`src/rtl/bcd_rtc.sv`:
```
module bcd_rtc #(
  parameter int DIV    = 32768,
  parameter int WINDOW = 3125,
  parameter int STEP   = 1024
) (
  input  logic       clk,
  input  logic       rst_n,
  input  logic       tick_en,
  input  logic [2:0] trim,
  input  logic       snap_load,
  input  logic [2:0] rd_addr,
  output logic [7:0] rd_data,
  input  logic       stage_load,
  input  logic       wr_en,
  input  logic [2:0] wr_addr,
  input  logic [7:0] wr_data,
  input  logic       commit,
  input  logic       abort,
  output logic       sec_tick,
  output logic       clock_fail
);
  localparam int PCW = $clog2(DIV + 2);
  localparam int AW  = $clog2(WINDOW + 3 * STEP + 1);
  localparam logic [PCW-1:0] LEN_N = PCW'(DIV);
  localparam logic [PCW-1:0] LEN_S = PCW'(DIV - 1);
  localparam logic [PCW-1:0] LEN_L = PCW'(DIV + 1);

  logic [7:0] live [8];
  logic [7:0] stage [8];
  logic [7:0] snap [8];
  logic [7:0] nx [8];
  logic [PCW-1:0] pc;
  logic [AW-1:0]  acc;
  logic adj, halted, dirty, fail_q, tick_q;

  function automatic logic [7:0] inc(input logic [7:0] b);
    return (b[3:0] >= 4'd9) ? {b[7:4] + 4'd1, 4'd0} : b + 8'd1;
  endfunction

  function automatic logic [7:0] rst_val(input int i);
    case (i)
      2: return 8'h12;
      3, 4: return 8'h01;
      7: return 8'h20;
      default: return 8'h00;
    endcase
  endfunction

  wire load = commit & dirty;
  wire [1:0] mag = {trim[0], trim[1]};
  wire [PCW-1:0] len = adj ? (trim[2] ? LEN_L : LEN_S) : LEN_N;
  wire sec_edge = !halted && tick_en && (pc == len - PCW'(1));
  wire [AW-1:0] acc_sum = acc + AW'(mag) * AW'(STEP);
  wire leap = ((live[5][1:0] + {live[5][4], 1'b0}) == 2'b00);

  assign rd_data    = snap[rd_addr];
  assign sec_tick   = tick_q;
  assign clock_fail = fail_q;

  always_comb begin
    logic c_s, c_m, c_h, c_d, c_mo, c_y;
    logic [7:0] hi, mlen;
    nx = live;
    c_s = 1'b0; c_m = 1'b0; c_h = 1'b0; c_d = 1'b0; c_mo = 1'b0; c_y = 1'b0;
    hi = 8'h00;
    case (live[4])
      8'h02: mlen = leap ? 8'h29 : 8'h28;
      8'h04, 8'h06, 8'h09, 8'h11: mlen = 8'h30;
      default: mlen = 8'h31;
    endcase
    c_s = (live[0] == 8'h59);
    nx[0] = (live[0] >= 8'h59) ? 8'h00 : inc(live[0]);
    if (c_s) begin
      c_m = (live[1] == 8'h59);
      nx[1] = (live[1] >= 8'h59) ? 8'h00 : inc(live[1]);
    end
    if (c_m) begin
      if (live[2][7]) begin
        hi = inc({2'b00, live[2][5:0]});
        c_h = (live[2][5:0] == 6'h23);
        nx[2] = (live[2][5:0] >= 6'h23) ? 8'h80 : {2'b10, hi[5:0]};
      end else begin
        hi = inc({3'b000, live[2][4:0]});
        if (live[2][4:0] == 5'h11) begin
          c_h = live[2][5];
          nx[2] = {2'b00, ~live[2][5], 5'h12};
        end else if (live[2][4:0] >= 5'h12 || live[2][4:0] == 5'h00)
          nx[2] = {2'b00, live[2][5], 5'h01};
        else
          nx[2] = {2'b00, live[2][5], hi[4:0]};
      end
    end
    if (c_h) begin
      c_d = (live[3] == mlen);
      nx[3] = (live[3] >= mlen || live[3] == 8'h00) ? 8'h01 : inc(live[3]);
      nx[6] = (live[6] >= 8'd6) ? 8'd0 : live[6] + 8'd1;
    end
    if (c_d) begin
      c_mo = (live[4] == 8'h12);
      nx[4] = (live[4] >= 8'h12 || live[4] == 8'h00) ? 8'h01 : inc(live[4]);
    end
    if (c_mo) begin
      c_y = (live[5] == 8'h99);
      nx[5] = (live[5] >= 8'h99) ? 8'h00 : inc(live[5]);
    end
    if (c_y) nx[7] = (live[7] >= 8'h99) ? 8'h00 : inc(live[7]);
  end

  always_ff @(posedge clk or negedge rst_n) begin
    if (!rst_n) begin
      for (int i = 0; i < 8; i++) begin
        live[i]  <= rst_val(i);
        stage[i] <= rst_val(i);
        snap[i]  <= rst_val(i);
      end
      pc <= '0; acc <= '0; adj <= 1'b0;
      halted <= 1'b1; dirty <= 1'b0; fail_q <= 1'b1; tick_q <= 1'b0;
    end else begin
      tick_q <= sec_edge && !load;
      if (snap_load) snap <= live;
      if (stage_load) begin
        stage <= live;
        dirty <= 1'b0;
      end else if (wr_en) begin
        stage[wr_addr] <= wr_data;
        dirty <= 1'b1;
      end
      if (load || abort) dirty <= 1'b0;
      if (load) begin
        live <= stage;
        pc <= '0;
        halted <= 1'b0;
        fail_q <= 1'b0;
      end else if (!halted && tick_en) begin
        if (sec_edge) begin
          pc <= '0;
          live <= nx;
          adj <= (acc_sum >= AW'(WINDOW));
          acc <= (acc_sum >= AW'(WINDOW)) ? acc_sum - AW'(WINDOW) : acc_sum;
        end else begin
          pc <= pc + PCW'(1);
        end
      end
    end
  end

  p_sec_legal_r1: assert property (@(posedge clk) disable iff (!rst_n)
    (live[0] <= 8'h59 && !load) |=> live[0] <= 8'h59);
  p_dow_range_r5: assert property (@(posedge clk) disable iff (!rst_n)
    (live[6] <= 8'd6 && !load) |=> live[6] <= 8'd6);
  p_snap_frozen_r6: assert property (@(posedge clk) disable iff (!rst_n)
    !snap_load |=> (!$stable(rd_addr) || $stable(rd_data)));
  p_tick_single_r8: assert property (@(posedge clk) disable iff (!rst_n)
    sec_tick |-> !$past(sec_tick));
  p_halt_hold_r9: assert property (@(posedge clk) disable iff (!rst_n)
    (halted && !load) |=> ($stable(live[0]) && !sec_tick));
  p_fail_clear_r9: assert property (@(posedge clk) disable iff (!rst_n)
    $fell(clock_fail) |-> $past(load));
endmodule

```
`config.mk`:
```
export PLATFORM = sky130hd
export DESIGN_NAME = bcd_rtc
export DESIGN_NICKNAME = d
export VERILOG_FILES = /design/src/rtl/bcd_rtc.sv
export SDC_FILE = /design/constraint.sdc
export NUM_CORES = 1
export LEC_CHECK = 0
export ABC_AREA = 1
export ABC_CLOCK_PERIOD_IN_PS = 2300
export BUFFER_PORTS_ARGS = -buffer_cell sky130_fd_sc_hd__buf_2
export CAP_MARGIN = 20
export CORE_MARGIN = 5
export CORE_UTILIZATION = 57
export DETAILED_ROUTE_END_ITERATION = 8
export PLACE_DENSITY = 0.83
export SYNTH_ARGS = -nofsm -noshare
export SYNTH_HDL_FRONTEND = slang
export SYNTH_SLANG_ARGS = --single-unit
```
`constraint.sdc`:
```
create_clock -name clk -period 2.3 [get_ports clk]
set_input_delay 0.115 -clock clk [delete_from_list [all_inputs] [get_ports clk]]
set_output_delay 0.115 -clock clk [all_outputs]
set_load 0.02 [all_outputs]
```
==> results_dict.tcl, run 1 <==
set metrics [dict create \
    ys_seq_area_frac 0.445 \
    synth_edf_count 0 \
    cp.required_ns 2.71 \
    fin_cells 2012 \
    coreArea_um2 21900 \
    place_inst 1957 \
    pwr-share-comb 0.219 \
    die_y_um 159 \
    grt_max_degree 76 \
    path_max_fanout 8 \
    layout.nets 1789 \
    synth-async-reset-ratio 1.00 \
    htreeDepth 1 \
    synth_top_area_frac 0.412 \
    min_period_ns 2.70 \
    violations "setup timing" \
    initial_core_util 0.581 \
    insertion_delay_ns 0.53 \
    gp_routability_congestion 0.961 \
    cellPowerDensity_nw_per_um2 809 \
    layout_setup_ws_ns -0.399 \
    grt_pass1_vias 11531 \
    max-cap-violations 0 \
    regArea_um2 5650 \
    tns_ns -9.55 \
    slew_viol_final 0 \
    hold_class "in2reg" \
    syn-num-nets 1714 \
    rows 54 \
    dominantRegCellSynth "dfrtp_1" \
    yosys-top-cells-count "nand2_1, dfrtp_1, inv_1, nand3_1" \
    setup_violations 31 \
    yosysTopAreaCell "dfrtp_1" \
    p_leak_uw 0.00718 \
    grt_pass1_wl_um 58100 \
    setup.worst_path.end_class "flip-flop" \
    max-slew-margin-rel 0.447 \
    totalWireLength_um 35800 \
    run_status "finished with violations" \
    ir_drop_v 0.000600 \
    firstDrtPassIters 6 \
    syn2layout_area_growth_pct 16.1 \
    overflow 0 \
    swShare 0.316 \
    antenna_found_initial 0 \
    ys_warn_count 0 \
    die_x_um 159 \
    period_share 1.17 \
    worstMarginPinSlew_ns 0.828 \
    dieArea_um2 25400 \
    synth_most_common_cell "nand2_1" \
    multiInputGateArea_um2 6290 \
    switchingPower_uw 3770 \
    vias_per_cell 5.97 \
    worstSetupStartpointType "flip-flop" \
    crit_arrival_ns 3.11 \
    dp_hpwl_um 24500 \
    synthCells 1640 \
    ys_ff_latch 225 \
    clkTransAtPathRegs_ns 0.06 \
    clkSinkCount 225 \
    clockBufferDepth 3 \
    drive_gt1_frac 0.137 \
    io_buffer_count 34 \
    max_freq_ghz 0.371 \
    rsz0062_at_grt "yes" \
    vias 12004 \
    drt_iter0_drc 1321 \
    mappedNetlistArea_um2 12700 \
    path_class "reg2reg" \
    cts_tree "done" \
    ant_nets 0 \
    synth_area_leaders "dfrtp_1, nand2_1, nand3_1" \
    intPower_uw 8170 \
    diodes 0 \
    skew_ns 0.00888 \
    grt_usage 0.274 \
    nFillCells 1728 \
    syn_area_per_cell_um2 7.75 \
    final_core_util 0.674 \
    io_pins 35 \
    power_frac_clock 0.353 \
    cts_root_buf "clkbuf_16" \
    wire_per_inst_um 17.8 \
    drc_errors 0 \
    netlist-cell-type-count 47 \
    p_seq_frac 0.428 \
    hold_viol_final 0 \
    cts_buffers 25 \
]
==> path summary, 6_finish.rpt <==
kind                       startpoint    endpoint  slack (ns)  cells after the start
max                          live[24]     live[7]       -0.40                     16
min in group asynchronous       rst_n      acc[8]        0.13                      2
max reg2reg                  live[24]     live[7]       -0.40                     16
max in group asynchronous       rst_n    stage[5]        1.42                      3
min                         snap_load     snap[9]        0.08                      3
min reg2reg                clock_fail  clock_fail        0.46                      2
==> worst max-delay path: stages, from the launching register on <==
cell	delay, ns
dfstp_2	0.58
inv_4	0.07
ha_4	0.16
o21ai_2	0.16
o21ai_1	0.09
nand3_1	0.10
o31ai_2	0.08
mux2i_1	0.15
ha_1	0.18
inv_2	0.06
nor3_4	0.21
nand4_1	0.19
nand2_2	0.18
buf_12	0.13
nand3_4	0.11
nand2_2	0.09
nand2_1	0.05
==> stage by stage <==
stage	total power (uW)	hold WS [ns]	cell area [um^2]	setup slack, ns
2_1_floorplan	6680	-0.181	12700	0.00126
3_3_place_gp	7450	0.141	13600	-0.206
3_5_place_dp	7570	0.136	13600	-0.306
4_1_cts	11800	0.0637	14600	-0.246
5_1_grt	12500	0.104	14800	-0.537
6_report	11900	0.0782	14800	-0.399
==> flip-flops by register name, indices dropped and copies added (netlist names) <==
| signal | cells |
|---|---|
| sec_tick | 1 |
| acc | 13 |
| adj | 1 |
| dirty | 1 |
| pc | 16 |
| stage | 64 |
| live | 64 |
| clock_fail | 1 |
| snap | 64 |
==> logic make-up (layout without fill, tap and decap cells) <==
group / Yosys count / in the layout / share of synthesized area
fa+ha+maj: 49 / 49 / 0.0488
flops: 225 / 225 / 0.445
compound gates: 327 / 327 / 0.155
simple gates: 753 / 755 / 0.250
mux: 5 / 5 / 0.00423
xor+xnor: 29 / 29 / 0.0200
buf+inv: 252 / 342 / 0.0778
==> power by group through the flow <==
stage	registers (uW)	clock network [uW]	logic, uW
final	5110	4210	2620
after global routing	5170	4430	2940
after CTS	5090	4240	2510
after detailed placement	5140	0	2430
after global placement	5120	0	2330
after floorplan	5030	0	1650
==> timing repair <==
item,in CTS,in global routing
hold buffers,3,0
buffers inserted,3,4
hold endpoints to repair,71,0
gates resized for setup,25,29
gates cloned,1,1
pin swaps,13,10
endpoints found under the setup margin,31,43
==> final cells by class <==
type	count	share of cell area
multi-input combinational	1165	0.426
sequential	225	0.383
timing repair buffer	120	0.0633
clock buffer	33	0.0478
inverter	178	0.0454
tap	280	0.0237
clock inverter	11	0.0105
==> metal layers <==
metal,share of wire,global-route usage
met1,0.42,0.379
met5,0,0
met3,0.086,0.0502
met2,0.45,0.426
met4,0.050,0.119
==> layout by cell type (no fill, tap or decap), types with 12 or more instances in the layout <==
master / count
o21ai_2: 12
nand3_1: 140
nand2_1: 417
nor3_1: 13
o221ai_1: 57
a21oi_1: 88
nand4_1: 27
nor2_1: 118
dfrtp_1: 209
buf_2: 32
buf_4: 74
ha_1: 45
o21ai_1: 17
xor2_1: 21
inv_1: 170
clkbuf_16: 25
o21ai_0: 107
dfstp_2: 16
Note: power is estimated with default switching activity, not from simulation.
==> inputs of run 2 (changes only) <==
--- a/config.mk
+++ b/config.mk
@@ -8,11 +8,12 @@
 export ABC_AREA = 1
 export ABC_CLOCK_PERIOD_IN_PS = 2300
 export BUFFER_PORTS_ARGS = -buffer_cell sky130_fd_sc_hd__buf_2
-export CAP_MARGIN = 20
 export CORE_MARGIN = 5
 export CORE_UTILIZATION = 57
 export DETAILED_ROUTE_END_ITERATION = 8
 export PLACE_DENSITY = 0.83
+export RECOVER_POWER = 50
+export SLEW_MARGIN = 20
 export SYNTH_ARGS = -nofsm -noshare
 export SYNTH_HDL_FRONTEND = slang
 export SYNTH_SLANG_ARGS = --single-unit
==> run 2 against run 1 <==
The run ends with capacitance limit, slew limit, setup timing left; largest power group unchanged; sequential power is essentially flat; global-route usage is the same; largest cell class unchanged; critical endpoint unchanged; sequential share of layout area grew 0.12 points.
==> results_dict.tcl, run 2 (synthesis results as in run 1) <==
set metrics [dict create \
    run_status "finished with violations" \
    violations "capacitance limit, slew limit, setup timing" \
    cts_root_buf "clkbuf_16" \
    diodes 0 \
    intPower_uw 8160 \
    slew_viol_final 123 \
    grt_pass1_vias 11531 \
    syn2layout_area_growth_pct 15.8 \
    ant_nets 0 \
    worstSetupStartpointType "flip-flop" \
    antenna_found_initial 0 \
    cellPowerDensity_nw_per_um2 811 \
    clkTransAtPathRegs_ns 0.06 \
    io_buffer_count 34 \
    clockBufferDepth 3 \
    dp_hpwl_um 24500 \
    p_leak_uw 0.00715 \
    hold_slack_ns 0.0858 \
    setup_violations 50 \
    max-slew-margin-rel -0.301 \
    switchingPower_uw 3760 \
    htreeDepth 1 \
    firstDrtPassIters 7 \
    reg.largest.list "live: 64 flops, snap: 64 flops, stage: 64 flops" \
    cp.required_ns 2.71 \
    insertion_delay_ns 0.52 \
    skew_ns 0.00777 \
    drc_errors 0 \
    max-cap-violations 2 \
    die_y_um 159 \
    cts_buffers 25 \
    clkSinkCount 225 \
    power_frac_clock 0.353 \
    layout_setup_ws_ns -0.383 \
    io_pins 35 \
    initial_core_util 0.581 \
    grt_usage 0.274 \
    overflow 0 \
    drt_iter0_drc 1194 \
    path_max_fanout 8 \
    grt_max_degree 76 \
    path_class "reg2reg" \
    vias_per_cell 5.94 \
    period_share 1.17 \
    drive_gt1_frac 0.133 \
    rsz0062_at_grt "yes" \
    hold_class "in2reg" \
    dieArea_um2 25400 \
    setup.worst_path.end_class "flip-flop" \
    worstMarginPinSlew_ns 1.95 \
    wire_per_inst_um 17.8 \
    min_period_ns 2.68 \
    gp_routability_congestion 0.961 \
    cts_tree "done" \
    final_cell_mix "nand2_1, dfrtp_1, inv_1, nand3_1, nor2_1" \
    crit_arrival_ns 3.09 \
    max_freq_ghz 0.373 \
    hold_viol_final 0 \
    grt_pass1_wl_um 58100 \
    die_x_um 159 \
    p_seq_frac 0.428 \
    vias 11945 \
    layout.nets 1789 \
    ir_drop_v 0.000600 \
    final_common_cell "nand2_1" \
    nFillCells 1740 \
    tns_ns -10.14 \
    coreArea_um2 21900 \
    rows 54 \
    pwr-share-comb 0.219 \
    totalWireLength_um 35800 \
    swShare 0.316 \
]
## run 2: stage by stage
stage                     cell area (um^2)  worst slack (ns)  utilization  std cells  total power (uW)
final                                14700            -0.383        0.672       2012             11900
after global placement               13600            -0.206        0.622       1957              7450
after global routing                 14700            -0.537        0.672       2012             12500
after floorplan                      12700           0.00126            -       1640              6680
after CTS                            14600            -0.246        0.668       2008             11800
after detailed placement             13600            -0.306        0.622       1957              7570
## run 2: final timing paths
check | start | end | slack [ns] | depth (start not counted)
max | live[24] | live[7] | -0.38 | 16
min | tick_en | pc[1] | 0.09 | 5
max reg2reg | live[24] | live[7] | -0.38 | 16
min reg2reg | clock_fail | clock_fail | 0.46 | 2
max in group asynchronous | rst_n | snap[41] | 0.39 | 3
min in group asynchronous | rst_n | acc[8] | 0.64 | 2
## run 2: worst max-delay path: stages, from the launching register on
cell     delay (ns)
dfstp_2        0.58
inv_4          0.07
ha_4           0.16
o21ai_2        0.15
o21ai_1        0.09
nand3_1        0.10
o31ai_2        0.08
mux2i_1        0.15
ha_1           0.18
inv_2          0.06
nor3_4         0.21
nand4_1        0.19
nand2_2        0.18
buf_12         0.13
nand3_4        0.11
nand2_2        0.09
nand2_1        0.05
## run 2: area by class of cell
| cell class | instances | area, um^2 | area share |
|---|---|---|---|
| clock buffer | 33 | 706 | 0.0480 |
| timing repair buffer | 120 | 887 | 0.0603 |
| clock inverter | 11 | 155 | 0.0105 |
| multi-input combinational | 1165 | 6290 | 0.428 |
| tap | 280 | 350 | 0.0238 |
| sequential | 225 | 5650 | 0.384 |
| inverter | 178 | 671 | 0.0456 |
## run 2: repair_timing
action,4_1_cts,5_1_grt
resized for setup,25,29
cloned,1,1
endpoints found under the setup margin,31,43
hold buffers,3,0
pin swaps,13,10
buffers inserted,3,4
hold endpoints to repair,71,0
## run 2: power groups by stage
stage	combinational, uW	clock, uW	sequential [uW]
after CTS	2510	4240	5090
after global placement	2330	0	5120
final	2610	4210	5110
after floorplan	1650	0	5030
after detailed placement	2430	0	5140
after global routing	2930	4430	5180
## run 2: per-layer routing
metal / vias up / global-route usage / share of wire
met5: - / 0 / 0
met4: 0 / 0.119 / 0.048
met3: 135 / 0.0502 / 0.085
met2: 579 / 0.426 / 0.45
met1: 5618 / 0.379 / 0.42
li1: 5613 / - / -
==> inputs of run 3 (changes only) <==
--- a/config.mk
+++ b/config.mk
@@ -8,7 +8,7 @@
 export ABC_AREA = 1
 export ABC_CLOCK_PERIOD_IN_PS = 2300
 export BUFFER_PORTS_ARGS = -buffer_cell sky130_fd_sc_hd__buf_2
-export CORE_MARGIN = 5
+export CORE_MARGIN = 3
 export CORE_UTILIZATION = 57
 export DETAILED_ROUTE_END_ITERATION = 8
 export PLACE_DENSITY = 0.83
==> run 3 against run 2 <==
The flow finishes with violations (setup timing); utilization increased by 0.63 points; design area decreased by 0.93%; power shrank 3.0%; worst setup slack improved by 0.12 ns; non-clock buffer count stayed put; combinational power is 5% lower; sequential power about the same; maximum frequency is 4.6% higher; first-iteration DRC count is 2.2% higher; critical path depth decreased by 1; largest power group unchanged; highest routed layer unchanged.
==> results_dict.tcl, run 3 (synthesis results as in run 1) <==
set metrics [dict create \
    io_buffer_count 34 \
    grt_max_degree 70 \
    intPower_uw 7880 \
    layout.nets 1788 \
    ant_nets 0 \
    use_met2 0.450 \
    power_frac_clock 0.342 \
    pwr-share-comb 0.216 \
    setup_violations 31 \
    hold_slack_ns 0.0831 \
    worst-path-buf-inv 2 \
    wire_per_inst_um 17.5 \
    vias_per_cell 5.96 \
    io_pins 35 \
    dieArea_um2 24100 \
    die_x_um 155 \
    diodes 0 \
    p_seq_frac 0.443 \
    max_stage_delay_ns 0.59 \
    max-cap-violations 0 \
    min_period_ns 2.57 \
    fin_cells 2007 \
    grt_util_met1 0.414 \
    cp.required_ns 2.71 \
    crit_arrival_ns 2.97 \
    swShare 0.319 \
    critical-path-top-delay-family "simple AND/OR/NAND/NOR gates" \
    post-place-ws_ns -0.275 \
    antenna_found_initial 0 \
    tns_ns -6.62 \
    drc_errors 0 \
    place_inst 1954 \
    vias 11952 \
    insertion_delay_ns 0.52 \
    syn2layout_area_growth_pct 14.7 \
    die_y_um 155 \
    max-slew-margin-rel 0.0983 \
    clkTransAtPathRegs_ns 0.06 \
    slew_viol_final 0 \
    overflow 0 \
    drive_gt1_frac 0.124 \
    hold_class "in2reg" \
    final_common_cell "nand2_1" \
    multiInputGateArea_um2 6260 \
    rsz0062_at_grt "yes" \
    run_status "finished with violations" \
    reg.largest.list "live: 64 flops, snap: 64 flops, stage: 64 flops" \
    grtUsageMet3 0.0567 \
    path_class "reg2reg" \
    worstSetupStartpointType "flip-flop" \
    p_leak_uw 0.00706 \
    rows 53 \
    grt_pass1_vias 11217 \
    setup.worst_path.end_class "flip-flop" \
    firstDrtPassIters 6 \
    layout_setup_ws_ns -0.266 \
    period_share 1.12 \
    path_max_fanout 8 \
    regArea_um2 5650 \
    cts_tree "done" \
    hold_viol_final 0 \
    stdcell_area_um2 14600 \
    gp_routability_congestion 0.941 \
    nFillCells 1764 \
    clkSinkCount 225 \
    cts_buffers 25 \
    cp_slowest_cell "dfstp_2" \
    final_cell_mix "nand2_1, dfrtp_1, inv_1, nand3_1, nor2_1" \
    worstMarginPinSlew_ns 1.35 \
    cp_cell_sequence "ha_4, inv_2, o21ai_2, nand3_2, o31ai_2, nor2_1, ha_1, nand4_1, nor3_4, nand4_1, nand2_2, buf_12, nand3_4, nand2_2, nand2_1" \
    drt_iter0_drc 1220 \
    totalWireLength_um 35000 \
    ir_drop_v 0.000669 \
    max_freq_ghz 0.390 \
    top_usage_layer "met2" \
    grt_pass1_wl_um 57000 \
    initial_core_util 0.591 \
    grt_usage 0.290 \
    dp_hpwl_um 24100 \
    cts_root_buf "clkbuf_16" \
    place_area_um2 13600 \
    htreeDepth 1 \
    violations "setup timing" \
    skew_ns 0.00918 \
    cellPowerDensity_nw_per_um2 794 \
    coreArea_um2 21500 \
    switchingPower_uw 3690 \
    clockBufferDepth 3 \
]
-- run 3: cell types whose count changed in the layout (fill, tap and decap cells not counted), sizes merged --
cell,before,now
bufinv,4,2
buf,109,97
clkinv,7,9
clkbuf,41,54
nand2,433,432
-- run 3: timing repair --
item	CTS	global route
buffers inserted	3	1
cloned	1	0
hold buffers	3	0
resized for setup	22	26
endpoints found under the setup margin	31	42
endpoints found under the hold margin	191	0
pin swaps	11	16
-- run 3: tightest hold or removal path: stages --
cell	delay (ns)
buf_2	0.09
nand2_1	0.07
inv_1	0.10
nand3_1	0.09
o21ai_0	0.08
-- run 3: worst paths after layout --
kind,slack [ns],startpoint,end,cells past startpoint
setup / recovery,-0.27,live[24],live[1],15
hold / removal,0.08,tick_en,pc[13],5
setup reg to reg,-0.27,live[24],live[1],15
hold reg to reg,0.47,clock_fail,clock_fail,2
max in group asynchronous,0.31,rst_n,stage[3],3
min in group asynchronous,0.44,rst_n,acc[5],2
-- run 3: power groups by stage --
stage	clock network [uW]	logic, uW	registers [uW]
2_1_floorplan	0	1650	5030
3_3_place_gp	0	2320	5120
3_5_place_dp	0	2400	5160
4_1_cts	4000	2470	5100
5_1_grt	4170	2830	5190
6_report	3950	2490	5120
-- run 3: stage by stage --
step	total power, uW	utilization
final	11600	0.678
after global routing	12200	0.678
after CTS	11600	0.677
after detailed placement	7560	0.634
after global placement	7440	0.634
after floorplan	6680	-
-- run 3: final cells by class --
| cell class | count | area share |
|---|---|---|
| clock inverters | 11 | 0.00747 |
| inverters | 178 | 0.0460 |
| multi-input cells | 1164 | 0.429 |
| repair buffers | 120 | 0.0579 |
| well taps | 275 | 0.0236 |
| flip-flops and latches | 225 | 0.388 |
| clock buffers | 34 | 0.0480 |
-- run 3: metal layers --
metal  share of wire  vias to the layer above
met1            0.42                     5664
met3           0.099                      101
met2            0.45                      571
met5               0                        -
li1                -                     5616
met4           0.035                        0
